<file path="config.mk">
export PLATFORM = sky130hd
export DESIGN_NAME = sercfg_slave
export DESIGN_NICKNAME = d
export VERILOG_FILES = /design/src/rtl/sercfg_pkg.sv /design/src/rtl/sercfg_sync.sv /design/src/rtl/sercfg_deser.sv /design/src/rtl/sercfg_regs.sv /design/src/rtl/sercfg_slave.sv
export SDC_FILE = /design/constraint.sdc
export NUM_CORES = 1
export LEC_CHECK = 0
export BUFFER_PORTS_ARGS = -buffer_cell sky130_fd_sc_hd__buf_2
export CORE_ASPECT_RATIO = 1.25
export CORE_MARGIN = 10
export CORE_UTILIZATION = 56
export DETAILED_ROUTE_END_ITERATION = 6
export HOLD_SLACK_MARGIN = 0.12
export PLACE_DENSITY = 0.79
export SYNTH_ARGS = -nofsm -noshare
export SYNTH_HDL_FRONTEND = slang
export SYNTH_SLANG_ARGS = --single-unit
</file>
<file path="constraint.sdc">
create_clock -name clk -period 2.43 [get_ports clk]
set_clock_uncertainty 0.1 [all_clocks]
set_input_delay 0.486 -clock clk [delete_from_list [all_inputs] [get_ports clk]]
set_output_delay 0.486 -clock clk [all_outputs]
set_load 0.03 [all_outputs]
</file>
<file path="src/rtl/sercfg_pkg.sv">
package sercfg_pkg;

  localparam int BYTE_W = 8;
  localparam int CNT_W  = $clog2(BYTE_W);
  localparam int CODE_W = 4;

  localparam logic [BYTE_W-1:0] ADR_MODE = 8'hF3;
  localparam logic [BYTE_W-1:0] ADR_CTRL = 8'hF4;
  localparam logic [BYTE_W-1:0] ADR_SENS = 8'hF5;
  localparam logic [BYTE_W-1:0] ADR_THR  = 8'hF9;
  localparam logic [BYTE_W-1:0] ADR_GAIN = 8'hFA;

  typedef enum logic {
    PH_ADDR = 1'b0,
    PH_DATA = 1'b1
  } phase_e;

  function automatic logic mode_code_ok(input logic [CODE_W-1:0] code);
    return (code == 4'h0) || (code == 4'h2) || (code == 4'h4) ||
           (code == 4'h6) || (code == 4'h8);
  endfunction

endpackage

</file>
<file path="src/rtl/sercfg_sync.sv">
module sercfg_sync #(
  parameter int WIDTH  = 3,
  parameter int STAGES = 2
) (
  input  logic             clk,
  input  logic             rst_n,
  input  logic [WIDTH-1:0] async_i,
  output logic [WIDTH-1:0] sync_o
);

  logic [STAGES-1:0][WIDTH-1:0] stage_q;

  generate
    for (genvar s = 0; s < STAGES; s++) begin : g_stage
      logic [WIDTH-1:0] stage_d;
      if (s == 0) begin : g_first
        assign stage_d = async_i;
      end else begin : g_next
        assign stage_d = stage_q[s-1];
      end
      always_ff @(posedge clk or negedge rst_n) begin
        if (!rst_n) stage_q[s] <= '0;
        else        stage_q[s] <= stage_d;
      end
    end
  endgenerate

  assign sync_o = stage_q[STAGES-1];

endmodule

</file>
<file path="src/rtl/sercfg_deser.sv">
module sercfg_deser
  import sercfg_pkg::*;
(
  input  logic              clk,
  input  logic              rst_n,
  input  logic              sclk_s,
  input  logic              sdat_s,
  input  logic              align_s,
  output logic              rise_o,
  output logic [CNT_W-1:0]  bit_cnt_o,
  output phase_e            phase_o,
  output logic              byte_vld_o,
  output logic              wr_stb_o,
  output logic [BYTE_W-1:0] wr_addr_o,
  output logic [BYTE_W-1:0] wr_data_o
);

  localparam logic [CNT_W-1:0] LAST_BIT = CNT_W'(BYTE_W - 1);

  logic              sclk_d_q;
  logic [BYTE_W-2:0] shift_q, shift_d;
  logic [CNT_W-1:0]  cnt_q, cnt_d;
  phase_e            phase_q, phase_d;
  logic [BYTE_W-1:0] addr_q, addr_d;
  logic [BYTE_W-1:0] data_q, data_d;
  logic              stb_q, stb_d;
  logic              vld_q, vld_d;
  logic              rise;
  logic [BYTE_W-1:0] assembled;

  assign rise      = sclk_s & ~sclk_d_q;
  assign assembled = {sdat_s, shift_q};

  always_comb begin
    shift_d = shift_q;
    cnt_d   = cnt_q;
    phase_d = phase_q;
    addr_d  = addr_q;
    data_d  = data_q;
    stb_d   = 1'b0;
    vld_d   = 1'b0;
    if (align_s) begin
      shift_d = '0;
      cnt_d   = '0;
      phase_d = PH_ADDR;
    end else if (rise) begin
      shift_d = assembled[BYTE_W-1:1];
      if (cnt_q == LAST_BIT) begin
        cnt_d = '0;
        vld_d = 1'b1;
        if (phase_q == PH_ADDR) begin
          addr_d  = assembled;
          phase_d = PH_DATA;
        end else begin
          data_d  = assembled;
          stb_d   = 1'b1;
          phase_d = PH_ADDR;
        end
      end else begin
        cnt_d = cnt_q + 1'b1;
      end
    end
  end

  always_ff @(posedge clk or negedge rst_n) begin
    if (!rst_n) begin
      sclk_d_q <= 1'b0;
      shift_q  <= '0;
      cnt_q    <= '0;
      phase_q  <= PH_ADDR;
      addr_q   <= '0;
      data_q   <= '0;
      stb_q    <= 1'b0;
      vld_q    <= 1'b0;
    end else begin
      sclk_d_q <= sclk_s;
      shift_q  <= shift_d;
      cnt_q    <= cnt_d;
      phase_q  <= phase_d;
      addr_q   <= addr_d;
      data_q   <= data_d;
      stb_q    <= stb_d;
      vld_q    <= vld_d;
    end
  end

  assign rise_o     = rise;
  assign bit_cnt_o  = cnt_q;
  assign phase_o    = phase_q;
  assign byte_vld_o = vld_q;
  assign wr_stb_o   = stb_q;
  assign wr_addr_o  = addr_q;
  assign wr_data_o  = data_q;

endmodule

</file>
<file path="src/rtl/sercfg_regs.sv">
module sercfg_regs
  import sercfg_pkg::*;
(
  input  logic              clk,
  input  logic              rst_n,
  input  logic              wr_stb,
  input  logic [BYTE_W-1:0] wr_addr,
  input  logic [BYTE_W-1:0] wr_data,
  output logic [CODE_W-1:0] mode_o,
  output logic              we_late_o,
  output logic              demo_o,
  output logic              weave_off_o,
  output logic              ext_sel_o,
  output logic [2:0]        test_o,
  output logic [BYTE_W-1:0] sens_o,
  output logic [BYTE_W-1:0] thr_o,
  output logic [1:0]        gain_o
);

  logic en_mode, en_ctrl, en_sens, en_thr, en_gain;

  logic [CODE_W-1:0] mode_q, mode_d;
  logic              we_q, we_d, demo_q, demo_d, weave_q, weave_d, ext_q, ext_d;
  logic [2:0]        test_q, test_d;
  logic [BYTE_W-1:0] sens_q, sens_d, thr_q, thr_d;
  logic [1:0]        gain_q, gain_d;

  always_comb begin
    en_mode = wr_stb && (wr_addr == ADR_MODE) && mode_code_ok(wr_data[CODE_W-1:0]);
    en_ctrl = wr_stb && (wr_addr == ADR_CTRL);
    en_sens = wr_stb && (wr_addr == ADR_SENS);
    en_thr  = wr_stb && (wr_addr == ADR_THR);
    en_gain = wr_stb && (wr_addr == ADR_GAIN);
  end

  always_comb begin
    mode_d  = en_mode ? wr_data[CODE_W-1:0] : mode_q;
    we_d    = en_ctrl ? wr_data[0] : we_q;
    demo_d  = en_ctrl ? wr_data[1] : demo_q;
    weave_d = en_ctrl ? wr_data[2] : weave_q;
    ext_d   = en_ctrl ? wr_data[3] : ext_q;
    test_d  = en_ctrl ? wr_data[7:5] : test_q;
    sens_d  = en_sens ? wr_data : sens_q;
    thr_d   = en_thr  ? wr_data : thr_q;
    gain_d  = en_gain ? wr_data[7:6] : gain_q;
  end

  always_ff @(posedge clk or negedge rst_n) begin
    if (!rst_n) begin
      mode_q  <= '0;
      we_q    <= 1'b0;
      demo_q  <= 1'b0;
      weave_q <= 1'b0;
      ext_q   <= 1'b0;
      test_q  <= '0;
      sens_q  <= '0;
      thr_q   <= '0;
      gain_q  <= '0;
    end else begin
      mode_q  <= mode_d;
      we_q    <= we_d;
      demo_q  <= demo_d;
      weave_q <= weave_d;
      ext_q   <= ext_d;
      test_q  <= test_d;
      sens_q  <= sens_d;
      thr_q   <= thr_d;
      gain_q  <= gain_d;
    end
  end

  assign mode_o      = mode_q;
  assign we_late_o   = we_q;
  assign demo_o      = demo_q;
  assign weave_off_o = weave_q;
  assign ext_sel_o   = ext_q;
  assign test_o      = test_q;
  assign sens_o      = sens_q;
  assign thr_o       = thr_q;
  assign gain_o      = gain_q;

endmodule

</file>
<file path="src/rtl/sercfg_slave.sv">
module sercfg_slave
  import sercfg_pkg::*;
#(
  parameter int SYNC_STAGES = 2
) (
  input  logic              clk,
  input  logic              rst_n,
  input  logic              ser_clk_i,
  input  logic              ser_dat_i,
  input  logic              ser_align_i,
  output logic              ser_dat_o,
  output logic              ser_dat_oe,
  output logic [CODE_W-1:0] nr_mode,
  output logic              we_late,
  output logic              demo_split,
  output logic              weave_off,
  output logic              ext_thr_sel,
  output logic [2:0]        test_ctrl,
  output logic [BYTE_W-1:0] est_sens,
  output logic [BYTE_W-1:0] ext_thr,
  output logic [1:0]        pf_gain
);

  localparam int N_SYNC = 3;

  logic [N_SYNC-1:0] sync_vec;
  logic              sclk_s, sdat_s, align_s;
  logic              rise;
  logic [CNT_W-1:0]  bit_cnt;
  phase_e            phase;
  logic              byte_vld;
  logic              wr_stb;
  logic [BYTE_W-1:0] wr_addr, wr_data;

  sercfg_sync #(
    .WIDTH  (N_SYNC),
    .STAGES (SYNC_STAGES)
  ) i_sync (
    .clk     (clk),
    .rst_n   (rst_n),
    .async_i ({ser_align_i, ser_dat_i, ser_clk_i}),
    .sync_o  (sync_vec)
  );

  assign sclk_s  = sync_vec[0];
  assign sdat_s  = sync_vec[1];
  assign align_s = sync_vec[2];

  sercfg_deser i_deser (
    .clk        (clk),
    .rst_n      (rst_n),
    .sclk_s     (sclk_s),
    .sdat_s     (sdat_s),
    .align_s    (align_s),
    .rise_o     (rise),
    .bit_cnt_o  (bit_cnt),
    .phase_o    (phase),
    .byte_vld_o (byte_vld),
    .wr_stb_o   (wr_stb),
    .wr_addr_o  (wr_addr),
    .wr_data_o  (wr_data)
  );

  sercfg_regs i_regs (
    .clk         (clk),
    .rst_n       (rst_n),
    .wr_stb      (wr_stb),
    .wr_addr     (wr_addr),
    .wr_data     (wr_data),
    .mode_o      (nr_mode),
    .we_late_o   (we_late),
    .demo_o      (demo_split),
    .weave_off_o (weave_off),
    .ext_sel_o   (ext_thr_sel),
    .test_o      (test_ctrl),
    .sens_o      (est_sens),
    .thr_o       (ext_thr),
    .gain_o      (pf_gain)
  );

  assign ser_dat_o  = 1'b0;
  assign ser_dat_oe = 1'b0;

endmodule

</file>
==> results of run 1 <==
## cells by family after synthesis
| kind of cell | count (synthesis) | synth area share |
|---|---|---|
| flip-flops | 64 | 0.631 |
| adder cells (fa/ha/maj) | 2 | 0.00986 |
| AND/OR/NAND/NOR | 41 | 0.104 |
| other | 1 | 0.00148 |
| XOR/XNOR | 1 | 0.00345 |
| AO/OA/AOI/OAI | 17 | 0.0375 |
| multiplexers | 41 | 0.192 |
| buffers and inverters | 10 | 0.0212 |
## worst max-delay path by stage
stage                         start                   end
4_1_cts        i_deser.bit_cnt_o[0]  i_deser.wr_data_o[2]
6_report       i_deser.bit_cnt_o[0]  i_deser.wr_data_o[2]
5_1_grt        i_deser.bit_cnt_o[0]  i_deser.wr_data_o[2]
3_3_place_gp   i_deser.bit_cnt_o[0]  i_deser.wr_data_o[5]
2_1_floorplan  i_deser.bit_cnt_o[0]  i_deser.wr_data_o[0]
3_5_place_dp   i_deser.bit_cnt_o[0]  i_deser.wr_data_o[7]
## power groups by stage
stage | clock, uW | combinational (uW) | sequential, uW
3_3_place_gp | 0 | 40.7 | 1100
6_report | 764 | 40.8 | 1080
5_1_grt | 830 | 47.5 | 1080
2_1_floorplan | 0 | 17.8 | 1100
4_1_cts | 784 | 42.7 | 1080
3_5_place_dp | 0 | 41.5 | 1100
## cells in the mapped netlist
cell type,count,share of area
a21boi_0,1,0.0030
a21oi_1,13,0.026
a2bb2oi_1,2,0.0069
buf_2,1,0.0020
buf_4,2,0.0059
buf_6,1,0.0044
clkbuf_1,3,0.0044
conb_1,1,0.0015
dfrtp_1,64,0.63
ha_1,2,0.0099
inv_1,3,0.0044
mux2_2,34,0.15
mux2_4,7,0.041
nand2_1,20,0.030
nand2b_1,4,0.0099
nand3b_1,1,0.0030
nand4_4,1,0.0084
nand4b_1,1,0.0035
nor2_1,2,0.0030
nor2b_1,1,0.0025
nor3_2,1,0.0039
nor4_1,2,0.0049
nor4_4,2,0.017
nor4b_1,1,0.0035
o21ai_0,1,0.0020
or3_1,2,0.0049
or3b_2,1,0.0035
or4_1,1,0.0030
or4_2,1,0.0035
xor2_1,1,0.0035
## stage by stage
step / setup WS (ns) / hold WS [ns] / area, sq um / total power, uW / util
after floorplan: 0.551 / 0.0904 / 2540 / 1120 / -
after global placement: 0.448 / 0.234 / 2760 / 1140 / 0.628
after detailed placement: 0.416 / 0.237 / 2760 / 1140 / 0.628
after CTS: 0.396 / 0.139 / 2940 / 1910 / 0.668
after global routing: 0.294 / 0.139 / 2940 / 1960 / 0.668
final: 0.403 / 0.152 / 2940 / 1890 / 0.668
## state kept, by name, indices dropped and copies added (netlist names)
signal,flops
i_deser.bit_cnt_o,3
i_regs.ext_sel_o,1
i_deser.wr_stb_o,1
i_regs.thr_o,8
i_regs.demo_o,1
i_deser.wr_data_o,8
i_regs.weave_off_o,1
i_deser.sclk_d_q,1
i_deser.wr_addr_o,8
i_regs.we_late_o,1
i_regs.test_o,3
i_regs.sens_o,8
i_regs.gain_o,2
i_sync.sync_o,3
i_deser.phase_o,1
i_regs.mode_o,4
i_deser.shift_q,7
i_sync.g_stage.stage_d,3
## what timing repair did
item / in CTS / in global routing
hold buffers: 1 / 0
hold endpoints to repair: 17 / 0
gates resized for setup: 0 / 0
## worst register-to-register path, stage by stage (launching register included)
cell and delay, ns:
dfrtp_1 0.37, ha_1 0.17, ha_1 0.18, nand3b_1 0.14, or3b_2 0.64, mux2_2 0.32
## per-layer routing
layer / GRT usage / vias up / wire length (um)
li1: - / 703 / -
met1: 0.144 / 739 / 1890
met2: 0.217 / 24 / 2430
met3: 0.0480 / 6 / 232
met4: 0.0706 / 0 / 29
met5: 0 / - / 0
## cell type report
type / instances / share of cell area
multi-input combinational: 104 / 0.302
sequential: 64 / 0.546
tap: 58 / 0.0247
timing repair buffer: 37 / 0.0673
inverter: 3 / 0.00384
clock buffer: 12 / 0.0494
clock inverter: 4 / 0.00682
==> results.md, run 1 <==
* CP max stage cell: or3b_2
* Clk_lat worst skew at 0.34 ns
* Status: complete, no violations
* Gpl congestion at 0.703
* Worst Tran Pin Value at 0.638 ns
* Post-Synthesis Cells at 177
* Port-buffer cells at 33
* Flops & latches, synth at 64
* Initial Util at 0.578
* Vias in the first global route at 1563
* Vias post-DR at 1472
* Relative slew slack at 0.571
* CP cell instances: ha_1 -> ha_1 -> nand3b_1 -> or3b_2 -> mux2_2
* GRT Util Overall at 0.131
* Register area share after synthesis at 0.631
* Commonest non-fill, non-tap cell in the layout: dfrtp_1
* Peak VDD IR at 0.000409 V
* Buffer and inverter count on the worst path at 0
* DIE WIDTH at 80.2 um
* Flop2flop setup slack at 0.40 ns
* Die area at 7640 sq um
* Row count at 27
* CP Data Required Time at 2.55 ns
* Setup TNS at 0 ns
* Max Root-Sink Buffers at 2
* Critical path class: reg -> reg
* Min Tclk post-route at 2.03 ns
* Commonest non-fill, non-tap cells in the layout: 64 x dfrtp_1, 34 x mux2_2, 33 x buf_2
* Initial antenna violation count at 0
* Critical path depth in cells at 5
* Int Pwr at 1470 uW
* H-tree depth at 3
* Post-CTS setup repair buffer count at 0
* Type of origin of the critical path: flip-flop
* Slew Viols, Final at 0
* DR iter-0 viols at 92
* Hold Path Depth at 1
* Worst endpoint data arrival time at 2.14 ns
* Vert. Die Dim at 95.3 um
* Syn Area/Cell at 14.3 sq um
* Synth unique cells at 30
* Placed Instances at 265
* Net Sw Frac at 0.219
* Global-route wire length before repair at 7610 um
* Worst r2r dst: i_deser.wr_data_o[2]
* Gate power share at 0.022
* PwrDens at 643 nW/um^2
* Fill cells at 328
* R2r startpoint: i_deser.bit_cnt_o[0]
* Final net count at 226
* Reg2Reg Depth at 5
* Area of the multi-input gates at 887 sq um
* Clock share of power at 0.405
* Sw Pwr at 413 uW
* Layout Cells excl Fill at 282
* Crit share post-route at 0.834
* Final Hold Viols at 0
* CTS Buf Count at 9
* Clock slew at reported path FFs at 0.07 ns
* Core Area at 4390 sq um
* I/O pin total at 36
* Worst Hold Class: in -> reg
* Critical path peak fanout at 9
* FF+latch area at 1600 sq um
* Worst path top cell family by delay: simple AND/OR/NAND/NOR gates
* Max-Cap Viols at 0
* CP Capture Type: flip-flop
* Leak at 0.00153 uW
* TritonRoute pass-1 iters at 5
* Final antenna diode count at 0
* HP Start: ser_align_i
* Mapped cell area at 2540 sq um
* Max frequency at 493 MHz
* Drt drc at 0
* Layout area overhead at 15.6%
* Via-to-Cell Ratio at 5.22
* Final Setup Violations at 0
* WL per Instance at 16.2 um
* Largest net degree at the start of global routing at 27
* CTS tree: done
* Worst hold path endpoint: i_sync.g_stage[1].stage_d[2]
* Flop pwr share at 0.573
* Total Wirelength at 4580 um
* CTS Root Cell: clkbuf_8
* Ys Warns at 0
* Final HPWL from detailed placement at 3320 um
* Layout cells sized above 1 at 0.433
* Routed Antenna Nets at 0
* Unrepaired setup endpoints after global routing: no
* Critical Path Max Stage Delay at 0.63 ns
* Most used cell, CP: ha_1
* Grt total ovfl at 0
* Clock Sinks at 64
Power figures use the tool's default switching activity.
==> run 2: changes to the inputs <==
==> constraint.sdc (replaced) <==
create_clock -name clk -period 1.9 [get_ports clk]
set_clock_uncertainty 0.1 [all_clocks]
set_input_delay 0.38 -clock clk [delete_from_list [all_inputs] [get_ports clk]]
set_output_delay 0.38 -clock clk [all_outputs]
set_load 0.03 [all_outputs]
==> run 2 against run 1 <==
Combinational power is 68% higher. Non-clock buffer count rose by 14. Setup slack worse by 0.33 ns. Die area did not move. Final area up 6.1%. Core utilization up 4.1 points. Sequential power grew 28%. Critical endpoint is now i_regs.demo_o.
==> results.md, run 2 (synthesis results as in run 1) <==
* Vias post-DR at 1539 (was 1472)
* Critical path peak fanout at 7 (was 9)
* Total Wirelength at 4690 um (was 4580 um)
* Relative slew slack at 0.606 (was 0.571)
* Max Root-Sink Buffers at 2 (unchanged)
* Slew Viols, Final at 0 (unchanged)
* Largest net degree at the start of global routing at 40 (was 27)
* Vias in the first global route at 1588 (was 1563)
* Row count at 27 (unchanged)
* GRT met2 Usage at 0.218 (was 0.217)
* Hold Path Depth at 0 (was 1)
* PwrDens at 852 nW/um^2 (was 643 nW/um^2)
* Unrepaired setup endpoints after global routing: no (unchanged)
* Max-Cap Viols at 0 (unchanged)
* Clock slew at reported path FFs at 0.06 ns (was 0.07 ns)
* Placed Instances at 275 (was 265)
* Layout Cells excl Fill at 295 (was 282)
* WL per Instance at 15.9 um (was 16.2 um)
* Initial Util at 0.578 (unchanged)
* Clock Sinks at 64 (unchanged)
* Commonest non-fill, non-tap cell in the layout: dfrtp_1 (unchanged)
* DIE WIDTH at 80.2 um (unchanged)
* Crit share post-route at 0.961 (was 0.834)
* Layout area overhead at 22.7% (was 15.6%)
* Global-route wire length before repair at 7820 um (was 7610 um)
* Initial antenna violation count at 0 (unchanged)
* Final net count at 240 (was 226)
* CP Capture Type: flip-flop (unchanged)
* Routed Antenna Nets at 0 (unchanged)
* GRT Util Overall at 0.134 (was 0.131)
* Status: complete, no violations (unchanged)
* Critical path class: reg -> reg (unchanged)
* Via-to-Cell Ratio at 5.22 (about the same)
* Leak at 0.00163 uW (was 0.00153 uW)
* Reg2Reg Depth at 4 (was 5)
* Worst Hold Class: reg -> reg (was in -> reg)
* Gpl congestion at 0.714 (was 0.703)
* Fill cells at 309 (was 328)
* Final HPWL from detailed placement at 3370 um (was 3320 um)
* Final Hold Viols at 0 (unchanged)
* Port-buffer cells at 33 (unchanged)
* Clk_lat worst skew at 0.34 ns (about the same)
* CTS Buf Count at 9 (unchanged)
* Worst endpoint data arrival time at 1.95 ns (was 2.14 ns)
* Type of origin of the critical path: flip-flop (unchanged)
* Global route hottest layer: met2 (unchanged)
* GR Layer Usage met3 at 0.0556 (was 0.0480)
* Die area at 7640 sq um (unchanged)
* Max frequency at 548 MHz (was 493 MHz)
* GRT met1 Usage at 0.146 (was 0.144)
* H-tree depth at 3 (unchanged)
* CP Data Required Time at 2.02 ns (was 2.55 ns)
* Setup TNS at 0 ns (unchanged)
* Final Setup Violations at 0 (unchanged)
* Core Area at 4390 sq um (unchanged)
* CTS tree: done (unchanged)
* Grt total ovfl at 0 (unchanged)
* Peak VDD IR at 0.000561 V (was 0.000409 V)
* Min Tclk post-route at 1.83 ns (was 2.03 ns)
* Layout cells sized above 1 at 0.456 (was 0.433)
* Commonest non-fill, non-tap cells in the layout: 64 x dfrtp_1, 34 x mux2_2, 33 x buf_2 (unchanged)
* Drt drc at 0 (unchanged)
* DR iter-0 viols at 91 (was 92)
* TritonRoute pass-1 iters at 4 (was 5)
* Vert. Die Dim at 95.3 um (unchanged)
* I/O pin total at 36 (unchanged)
* Worst Tran Pin Value at 0.589 ns (was 0.638 ns)
* CTS Root Cell: clkbuf_8 (unchanged)
* Final antenna diode count at 0 (unchanged)
==> run 2: cell types whose count changed in the layout (fill, tap and decap cells not counted), sizes merged <==
cell         delta
buf            +11
dlygate4sd3     +3
bufinv          +2
clkinv          -2
clkbuf          -1
==> run 2: per-layer routing <==
layer  up-vias  share of wire
li1        727              -
met1       763           0.40
met2        35           0.51
met3        14          0.067
met4         0          0.027
met5         -              0
==> run 2: where the power goes <==
part	total (uW)	internal [uW]	switching, uW
registers	1380	1370	6.94
logic	68.5	22.4	46.1
clock network	1210	727	478
==> run 2: worst paths after layout <==
path / from / endpoint / slack (ns)
worst min-delay path: i_sync.g_stage[1].stage_d[2] / i_sync.sync_o[2] / 0.25
worst min register to register: i_sync.g_stage[1].stage_d[2] / i_sync.sync_o[2] / 0.25
max in group asynchronous: rst_n / i_deser.wr_addr_o[0] / 0.94
worst max register to register: i_deser.wr_addr_o[3] / i_regs.demo_o / 0.07
min in group asynchronous: rst_n / i_regs.weave_off_o / 0.32
worst max-delay path: i_deser.wr_addr_o[3] / i_regs.demo_o / 0.07
==> run 2: final cells by class <==
| class | count | area [sq um] | share of cell area |
|---|---|---|---|
| clock buffer | 11 | 131 | 0.0422 |
| timing repair buffer | 51 | 335 | 0.108 |
| sequential | 64 | 1600 | 0.514 |
| multi-input combinational | 104 | 892 | 0.286 |
| tap | 58 | 72.6 | 0.0233 |
| clock inverter | 4 | 70.1 | 0.0225 |
| inverter | 3 | 11.3 | 0.00362 |
==> run 2: timing repair <==
action	in CTS	in global routing
resized for setup	1	1
buffers inserted	0	1
endpoints found under the setup margin	8	7
pin swaps	0	0
hold buffers	4	0
endpoints found under the hold margin	67	0
==> run 2: worst max-delay path, cell delays in order (launching register included) <==
cell	delay, ns
dfrtp_1	0.40
nand2b_2	0.22
or4_1	0.48
buf_4	0.20
mux2_4	0.31
==> run 2: metrics by stage <==
stage	total power, uW	hold slack (ns)	area [sq um]	util	setup WS [ns]
floorplan	1430	-0.0156	2540	-	0.0213
global placement	1470	0.129	2860	0.651	0.0453
detailed placement	1470	0.131	2860	0.651	-0.0165
CTS	2680	0.250	3100	0.707	0.0297
global route	2750	0.261	3110	0.709	0.00119
finish	2650	0.249	3110	0.709	0.0738
